--- src/rtl/asd_pkg.sv ---
package asd_pkg;

   typedef enum logic {
      ST_AWAKE = 1'b0,
      ST_SLEEP = 1'b1
   } sleep_st_t;

   function automatic int ceil_div(input longint num, input longint den);
      return int'((num + den - 1) / den);
   endfunction

endpackage

--- src/rtl/asd_addr_watch.sv ---
module asd_addr_watch #(
   parameter int AW  = 16,
   parameter int THR = 18
) (
   input  logic          clk,
   input  logic          rst_n,
   input  logic [AW-1:0] addr,
   output logic          chg,
   output logic          stable
);
   localparam int CW = $clog2(THR + 1);

   logic [AW-1:0] addr_q;
   logic [CW-1:0] run_cnt;

   assign chg    = (addr != addr_q);
   assign stable = (run_cnt == CW'(THR));

   always_ff @(posedge clk) begin
      if (!rst_n) begin
         addr_q  <= '0;
         run_cnt <= '0;
      end else begin
         addr_q <= addr;
         if (chg)
            run_cnt <= '0;
         else if (!stable)
            run_cnt <= run_cnt + 1'b1;
      end
   end

   // any address change restarts the count
   p_restart_r3: assert property (@(posedge clk) disable iff (!rst_n)
      chg |=> (run_cnt == '0));

   // once reached, the threshold holds while the address is unchanged
   p_saturate_r2: assert property (@(posedge clk) disable iff (!rst_n)
      (stable && !chg) |=> stable);

endmodule

--- src/rtl/asd_bclk_watch.sv ---
module asd_bclk_watch #(
   parameter int LATE      = 10,
   parameter int SLOW      = 25,
   parameter bit EDGE_RISE = 1'b1
) (
   input  logic clk,
   input  logic rst_n,
   input  logic en,
   input  logic bclk,
   input  logic burst_start,
   output logic late,
   output logic slow
);
   localparam int CMAX = (LATE > SLOW) ? LATE : SLOW;
   localparam int CW   = $clog2(CMAX + 1);

   logic          bclk_q;
   logic          act;
   logic          armed;
   logic          run;
   logic [CW-1:0] gap_cnt;

   generate
      if (EDGE_RISE) begin : g_rise
         assign act = bclk & ~bclk_q;
      end else begin : g_fall
         assign act = ~bclk & bclk_q;
      end
   endgenerate

   assign late = en && armed && act && (gap_cnt >= CW'(LATE));
   assign slow = en && run && !armed && !act && (gap_cnt == CW'(SLOW - 1));

   always_ff @(posedge clk) begin
      if (!rst_n) begin
         bclk_q  <= 1'b0;
         armed   <= 1'b0;
         run     <= 1'b0;
         gap_cnt <= '0;
      end else begin
         bclk_q <= bclk;
         if (!en) begin
            armed   <= 1'b0;
            run     <= 1'b0;
            gap_cnt <= '0;
         end else if (burst_start) begin
            armed   <= 1'b1;
            run     <= 1'b1;
            gap_cnt <= '0;
         end else if (run) begin
            if (act) begin
               armed   <= 1'b0;
               gap_cnt <= '0;
            end else if (gap_cnt != CW'(CMAX)) begin
               gap_cnt <= gap_cnt + 1'b1;
            end
         end
      end
   end

   // a slow clock is reported once per gap
   p_slow_once_r6: assert property (@(posedge clk) disable iff (!rst_n)
      slow |=> !slow);

   // only the first edge after a burst start can be late
   p_late_first_r5: assert property (@(posedge clk) disable iff (!rst_n)
      (late && !burst_start) |=> !late);

endmodule

--- src/rtl/asd_sleep_fsm.sv ---
module asd_sleep_fsm
   import asd_pkg::*;
#(
   parameter int DW = 16
) (
   input  logic          clk,
   input  logic          rst_n,
   input  logic          sync_mode,
   input  logic          chg,
   input  logic          stable,
   input  logic          late,
   input  logic          slow,
   input  logic          burst_start,
   input  logic [DW-1:0] din,
   output logic          sleep,
   output logic [DW-1:0] dout
);
   sleep_st_t st, st_nx;
   logic      mode_q;

   always_comb begin
      st_nx = st;
      if (mode_q != sync_mode) begin
         st_nx = ST_AWAKE;
      end else if (!sync_mode) begin
         if (chg)
            st_nx = ST_AWAKE;
         else if (stable)
            st_nx = ST_SLEEP;
      end else begin
         if (burst_start)
            st_nx = ST_AWAKE;
         else if (late || slow)
            st_nx = ST_SLEEP;
      end
   end

   always_ff @(posedge clk) begin
      if (!rst_n) begin
         st     <= ST_AWAKE;
         mode_q <= 1'b0;
         dout   <= '0;
      end else begin
         st     <= st_nx;
         mode_q <= sync_mode;
         if (st == ST_AWAKE)
            dout <= din;
      end
   end

   assign sleep = (st == ST_SLEEP);

   // data stays frozen across consecutive sleeping cycles
   p_hold_r4: assert property (@(posedge clk) disable iff (!rst_n)
      (st == ST_SLEEP) |=> ((st == ST_AWAKE) || $stable(dout)));

   // an address change in asynchronous mode wakes the block
   p_async_wake_r3: assert property (@(posedge clk) disable iff (!rst_n)
      (!sync_mode && chg) |=> (st == ST_AWAKE));

   // asleep in synchronous mode, nothing but a burst start wakes
   p_sync_stay_r7: assert property (@(posedge clk) disable iff (!rst_n)
      ((st == ST_SLEEP) && sync_mode && mode_q && !burst_start) |=> (st == ST_SLEEP));

   // burst activity cannot put the asynchronous path to sleep
   p_async_ignore_r8: assert property (@(posedge clk) disable iff (!rst_n)
      ((st == ST_AWAKE) && !sync_mode && !mode_q && !stable) |=> (st == ST_AWAKE));

   // a mode change forces the awake state
   p_mode_r9: assert property (@(posedge clk) disable iff (!rst_n)
      (sync_mode != mode_q) |=> (st == ST_AWAKE));

endmodule

--- src/rtl/autosleep_det.sv ---
module autosleep_det
   import asd_pkg::*;
#(
   parameter int AW           = 16,
   parameter int DW           = 16,
   parameter int REF_PS       = 8000,
   parameter int ACC_NS       = 80,
   parameter int MARGIN_NS    = 60,
   parameter int MIN_FREQ_KHZ = 5000,
   parameter bit EDGE_RISE    = 1'b1
) (
   input  logic          clk,
   input  logic          rst_n,
   input  logic          sync_mode,
   input  logic [AW-1:0] addr,
   input  logic          bclk,
   input  logic          burst_start,
   input  logic [DW-1:0] din,
   output logic          sleep,
   output logic          latch_en,
   output logic [DW-1:0] dout
);
   localparam longint SLOW_PS   = 64'd1_000_000_000 / longint'(MIN_FREQ_KHZ);
   localparam int     STAB_CYC  = ceil_div(longint'(ACC_NS + MARGIN_NS) * 1000, REF_PS);
   localparam int     LATE_CYC  = ceil_div(longint'(ACC_NS) * 1000, REF_PS);
   localparam int     SLOW_CYC  = ceil_div(SLOW_PS, REF_PS);

   generate
      if (AW < 1 || DW < 1) begin : g_bad_width
         $error("autosleep_det: AW and DW must be positive");
      end
      if (REF_PS < 1 || MIN_FREQ_KHZ < 1) begin : g_bad_clock
         $error("autosleep_det: REF_PS and MIN_FREQ_KHZ must be positive");
      end
      if (ACC_NS < 1 || MARGIN_NS < 0) begin : g_bad_time
         $error("autosleep_det: ACC_NS must be positive and MARGIN_NS non-negative");
      end
      if (SLOW_CYC < 2) begin : g_bad_slow
         $error("autosleep_det: slow-clock limit needs at least two reference cycles");
      end
   endgenerate

   logic chg, stable, late, slow;

   asd_addr_watch #(
      .AW  (AW),
      .THR (STAB_CYC)
   ) u_addr (
      .clk    (clk),
      .rst_n  (rst_n),
      .addr   (addr),
      .chg    (chg),
      .stable (stable)
   );

   asd_bclk_watch #(
      .LATE      (LATE_CYC),
      .SLOW      (SLOW_CYC),
      .EDGE_RISE (EDGE_RISE)
   ) u_bclk (
      .clk         (clk),
      .rst_n       (rst_n),
      .en          (sync_mode),
      .bclk        (bclk),
      .burst_start (burst_start),
      .late        (late),
      .slow        (slow)
   );

   asd_sleep_fsm #(
      .DW (DW)
   ) u_fsm (
      .clk         (clk),
      .rst_n       (rst_n),
      .sync_mode   (sync_mode),
      .chg         (chg),
      .stable      (stable),
      .late        (late),
      .slow        (slow),
      .burst_start (burst_start),
      .din         (din),
      .sleep       (sleep),
      .dout        (dout)
   );

   assign latch_en = sleep;

   // nothing is frozen right after reset
   p_reset_r1: assert property (@(posedge clk)
      !rst_n |=> (!sleep && !latch_en && (dout == '0)));

endmodule

--- config.mk ---
export PLATFORM = sky130hd
export DESIGN_NAME = autosleep_det
export DESIGN_NICKNAME = d
export VERILOG_FILES = /design/src/rtl/asd_pkg.sv /design/src/rtl/asd_addr_watch.sv /design/src/rtl/asd_bclk_watch.sv /design/src/rtl/asd_sleep_fsm.sv /design/src/rtl/autosleep_det.sv
export SDC_FILE = /design/constraint.sdc
export NUM_CORES = 1
export LEC_CHECK = 0
export BUFFER_PORTS_ARGS = -buffer_cell sky130_fd_sc_hd__buf_4
export CORE_MARGIN = 2
export CORE_UTILIZATION = 39
export CTS_CLUSTER_DIAMETER = 50
export DETAILED_ROUTE_END_ITERATION = 6
export GPL_TIMING_DRIVEN = 0
export PLACE_DENSITY_LB_ADDON = 0.25
export SYNTH_ARGS = -nofsm -noshare
export SYNTH_HDL_FRONTEND = slang
export SYNTH_HIERARCHICAL = 1
export SYNTH_SLANG_ARGS = --single-unit
--- constraint.sdc ---
create_clock -name clk -period 1.6 [get_ports clk]
set_input_delay 0.24 -clock clk [delete_from_list [all_inputs] [get_ports clk]]
set_output_delay 0.24 -clock clk [all_outputs]
set_load 0.02 [all_outputs]
# == Word-level counts from Yosys, hierarchy flattened ==
# Index checks and enable logic that the tools add are counted.
# totals
reg_bits,47
wordCells,53
input_bits,37
# op_classes
n_lt_le_gt_ge,1
addsub,2
n_reduce_logical,21
eq_ne,6
bitwise,4
mux,10
# op_table
operator,count
$ne A16 B16 Y1,1
$add A5 B1 Y5 const B,2
$eq A5 B5 Y1 const B,2
$mux W5,2
$mux W1,8
$reduce_and A2 Y1,4
$logic_and A1 B1 Y1,7
$reduce_bool A2 Y1,3
$ge A5 B4 Y1 const B,1
$ne A5 B5 Y1 const B,1
$reduce_or A2 Y1,2
$ne A3 B1 Y1 const B,1
$not A1 Y1,3
$reduce_bool A3 Y1,1
$reduce_or A3 Y1,1
$logic_not A1 Y1,2
$and A1 B1 Y1,1
$logic_or A1 B1 Y1,1
$ne A1 B1 Y1,1

# == Logic depth before layout (Yosys ltp) ==
# depth
word_depth,9
depth_mapped,8

# == Modules after synthesis ==
# The synthesis kept the hierarchy.
# by_module_without_submodules
module,cells_per_inst,n_inst,area_each_um2,seq_area_each_um2
asd_addr_watch,82,1,880.8,420.4
asd_sleep_fsm,61,1,699.4,360.3
asd_bclk_watch,55,1,469.2,160.2
autosleep_det,1,1,7.5,0.0

# == Least setup slack after synthesis ==
# OpenSTA, ideal clock, no wires.
# synth_path
path_kind,register -> register
start,register u_bclk.gap_cnt[0]
end,register u_fsm.st (netlist: u_fsm/sleep)
synth_period_minus_slack_ns,1.590
n_path_buf,0
required_time_ns,1.481
path_stages_with_launch,9
slack_ns,0.010
arrival_time_ns,1.471
path_cell_list,dfxtp_1 > inv_1 > ha_1 > or3_1 > a21oi_1 > nor2_1 > nor2_1 > a21oi_1 > o221a_2
# synth_between
elab_chain_cells,5
# synth_rtl
element,line_no,text
start: declaration,asd_bclk_watch.sv:21,logic [CW-1:0] gap_cnt;
start signal: assignment,asd_bclk_watch.sv:55,gap_cnt <= gap_cnt + 1'b1;
$ge A5 B4 Y1,asd_bclk_watch.sv:31,assign late = en && armed && act && (gap_cnt >= CW'(LATE));
$logic_and A1 B1 Y1,asd_bclk_watch.sv:31,
net late,autosleep_det.sv:43,"logic chg, stable, late, slow;"
$logic_or A1 B1 Y1,asd_sleep_fsm.sv:33,else if (late || slow)
$ne A3 B1 Y1 (no source line),n/a,
$reduce_and A2 Y1 (no source line),n/a,
end signal: assignment,asd_sleep_fsm.sv:44,st <= st_nx;
end: declaration,asd_sleep_fsm.sv:18,"sleep_st_t st, st_nx;"
# The timed path passes the listed nets, and every way through them passes these cells.
# A chain may end at the register's enable or synchronous reset.

# == Worst setup path in the final report ==
# Same ends and word-level chain as after synthesis.

==> run_results.csv <==
group,metric,value,unit
status,status,"finished clean",
synth,ys_seq_area_share,45.7,%
cells_and_area,nets,308,
route,wl_per_cell,11.3,um
sta,tns,0,ps
route,drt-pass1-iter-count,4,
cts,worst_setup_hold_path_clk_slew,90,ps
critical_path,critPathKind,"reg2reg",
synth,synth_mux_area_share,9.00,%
cells_and_area,final.fill_count,495,
placement,buffer_ports.inserted,54,
route,post_route_drc_violation_count,0,
global_route,initial_antenna_violation_count,0,
critical_path,cp_max_stage_delay,350,ps
global_route,grt_start_max_net_pins,16,
power,ir_worst_vdd,0.503,mV
power,leakagePower,1.13,nW
power,power.total,2.26,mW
flow_run,drv.max_cap_violation_count,0,
cts,clockRootBuffer,"sky130_fd_sc_hd__clkbuf_8",
critical_path,cp.required,1790,ps
synth,synthAdderAreaFrac,3.65,%
route,viasPerCell,4.59,
synth,number_of_enable_flip_flop_cells_after_synthesis,0,
cells_and_area,post-route-util,52.8,%
synth,synth-compound-area-share,4.26,%
cells_and_area,n_antenna_cell,0,
synth,main_flop_type_after_synthesis,"sky130_fd_sc_hd__dfxtp_1",
die,die_area,0.00587,sq mm
placement,gp_congestion,0.793,
synth,synthesis.yosys.warnings,6,
cts,cts_buffers,5,
cts,tritoncts,"built",
die,ios,55,
die,y_dimension_of_the_die,76.6,um
die,fp.dieW,76.6,um
sta,worst_slew_pin_slew,392,ps
synth,synth_top_family_by_area,"simple AND/OR/NAND/NOR gates",
sta,timing.final.hold_violations,0,
critical_path,list_of_cells_traversed_by_the_critical_path,"inv_2 > ha_2 > or3_1 > a21oi_2 > nor2_1 > nor2_1 > a21oi_1 > o221a_2",
global_route,grt_util_all_layers,13.8,%
critical_path,timing.critical_path.to_type,"register",
cts,clock_tree.buffer_depth,2,
synth,synth_area,0.00206,sq mm
critical_path,crit_arrival,1730,ps
global_route,first_global_vias,1467,
min_path,hold_class,"in2reg",
route,wl,3.80,mm
cells_and_area,syn_to_final_growth,31.1,%
route,number_of_nets_still_failing_antenna_checks_after_routing,0,
placement,dp_hpwl,2.75,mm
sta,final_max_slew_viol_count,0,
sta,fin_worst_skew,7.67,ps
global_route,grt_remaining_overflow,0,
sta,max_freq,647,MHz
synth,synth-xor-area-share,8.52,%
power,power.density,838,mW/mm^2
die,initial_core_util,40.3,%
sta,final-setup-viol-count,0,
cts,clock_insertion_delay_worst_skew,300,ps
cts,cts.sink_count,47,
synth,synth_nets,242,
cells_and_area,layout-drive-gt1-share,34.2,%
synth,syn_avg_cell_area,10.3,sq um
sta,worst_slew_margin_rel,73.8,%
die,core-area,0.00511,sq mm
sta,rsz0062_at_grt,"true",
die,std_cell_rows,26,
route,detail_route.iter0.violations,37,
critical_path,cell_repeated_most_along_the_worst_path,"sky130_fd_sc_hd__nor2_1",
route,vias,1542,
synth,synth-simple-area-share,25.6,%
critical_path,crit_fanout,2,
synth,synthCells,199,
critical_path,critPathLaunchType,"register",
synth,netlist-cell-type-count,41,
sta,share_of_the_cycle_needed_by_the_critical_path_after_routing,96.5,%
sta,min_period,1540,ps
synth,async_flop_share,0,%
cts,ctsHtreeMaxLevel,2,
critical_path,crit_path_top_delay_cell,"sky130_fd_sc_hd__dfxtp_4",
global_route,global_route_wire_length_before_repair,6.53,mm
synth,ys_seq_elements,47,
[flip-flops by register name (all words and copies together), names as in the netlist]
register        flops
u_bclk/gap_cnt      5
u_fsm/mode_q        1
u_fsm/dout         16
u_bclk/bclk_q       1
u_fsm/sleep         1
u_addr/run_cnt      5
u_bclk/run          1
u_addr/addr_q      16
u_bclk/armed        1
[worst paths after layout]
check / from / endpoint / slack [ps] / depth (start not counted)
worst max-delay path: u_bclk/gap_cnt[0] / u_fsm/sleep / 60 / 8
worst min-delay path: addr[0] / u_addr/addr_q[0] / 150 / 2
worst max register to register: u_bclk/gap_cnt[0] / u_fsm/sleep / 60 / 8
worst min register to register: u_bclk/gap_cnt[4] / u_bclk/gap_cnt[4] / 510 / 2
[placed cells by master (no fill, tap or decap), types with 2 or more instances in the layout]
cell type and instances:
sky130_fd_sc_hd__a21oi_1 3, sky130_fd_sc_hd__a31oi_1 2, sky130_fd_sc_hd__and2_1 19, sky130_fd_sc_hd__buf_4 60, sky130_fd_sc_hd__clkbuf_1 2, sky130_fd_sc_hd__clkbuf_8 6, sky130_fd_sc_hd__dfxtp_1 46, sky130_fd_sc_hd__ha_1 5
sky130_fd_sc_hd__inv_1 2, sky130_fd_sc_hd__inv_2 2, sky130_fd_sc_hd__mux2i_1 17, sky130_fd_sc_hd__nand2_1 11, sky130_fd_sc_hd__nand3_1 6, sky130_fd_sc_hd__nor2_1 15, sky130_fd_sc_hd__nor2b_1 16, sky130_fd_sc_hd__nor3_1 2
sky130_fd_sc_hd__nor4_2 3, sky130_fd_sc_hd__o21ai_1 2, sky130_fd_sc_hd__xnor2_1 3, sky130_fd_sc_hd__xor2_1 17
[kinds of logic (layout without fill, tap and decap cells)]
group	Yosys count	count (layout)
xor gates and xnor gates	20	20
adders and majority gates	6	6
muxes	18	18
and+or+nand+nor	86	86
buffers and inverters	10	77
AOI/OAI and AO/OA	12	12
DFF	47	47
[through the flow]
stage,hold WS [ps],instance area (sq um),worst slack (ps),cells
2_1_floorplan,357,2060,9.98,199
3_3_place_gp,460,2550,-111,323
3_5_place_dp,464,2550,-115,323
4_1_cts,140,2660,12.2,332
5_1_grt,140,2700,-51.8,336
6_report,153,2700,55.4,336
[layer usage]
metal  track usage, %  up-vias  routed length [um]
met5                0        -                   0
met3             4.03        4                 227
met1             17.0      698                1750
li1                 -      793                   -
met4             5.45        0                  57
met2             22.7       47                1760
[Yosys cell counts (2+ instances only)]
| cell type | n | area, sq um |
|---|---|---|
| sky130_fd_sc_hd__a21oi_1 | 4 | 20.0 |
| sky130_fd_sc_hd__mux2i_1 | 17 | 170 |
| sky130_fd_sc_hd__nand2_1 | 11 | 41.3 |
| sky130_fd_sc_hd__dfxtp_1 | 47 | 941 |
| sky130_fd_sc_hd__and2_1 | 19 | 119 |
| sky130_fd_sc_hd__xnor2_1 | 3 | 26.3 |
| sky130_fd_sc_hd__clkbuf_1 | 2 | 7.51 |
| sky130_fd_sc_hd__nor2_1 | 15 | 56.3 |
| sky130_fd_sc_hd__nor4_2 | 3 | 37.5 |
| sky130_fd_sc_hd__nand3_1 | 6 | 30.0 |
| sky130_fd_sc_hd__inv_1 | 3 | 11.3 |
| sky130_fd_sc_hd__a31oi_1 | 2 | 12.5 |
| sky130_fd_sc_hd__nor2b_1 | 16 | 100 |
| sky130_fd_sc_hd__o21ai_1 | 2 | 10.0 |
| sky130_fd_sc_hd__xor2_1 | 17 | 149 |
| sky130_fd_sc_hd__nor3_1 | 2 | 10.0 |
| sky130_fd_sc_hd__ha_1 | 6 | 75.1 |
[critical path: cells and delay by family (launching register included)]
| family | cells | cell delay, ps |
|---|---|---|
| AOI/OAI and AO/OA | 3 | 420 |
| adders and majority gates | 1 | 160 |
| DFF | 1 | 350 |
| and+or+nand+nor | 3 | 490 |
| buffers and inverters | 1 | 40 |
[what timing repair did]
| item | 4_1_cts | 5_1_grt |
|---|---|---|
| gates cloned | 0 | 0 |
| pin swaps | 0 | 7 |
| resized for setup | 2 | 3 |
| setup endpoints to repair | 1 | 1 |
| setup buffers | 1 | 4 |
| hold buffers | 0 | 0 |
[power by group]
group / switching (mW) / internal, mW
sequential: 0.0234 / 1.22
combinational: 0.129 / 0.148
clock: 0.391 / 0.353
[final cells by class]
| class | instances | area, sq um | area share [%] |
|---|---|---|---|
| Buffer | 6 | 51.3 | 1.90 |
| Sequential cell | 47 | 945 | 35.0 |
| Clock buffer | 6 | 82.6 | 3.06 |
| Clock inverter | 2 | 16.3 | 0.603 |
| Multi-Input combinational cell | 142 | 1060 | 39.2 |
| Tap cell | 70 | 87.6 | 3.25 |
| Timing Repair Buffer | 59 | 443 | 16.4 |
| Inverter | 4 | 15.0 | 0.557 |
No activity file was read; power rests on OpenSTA's default activity.
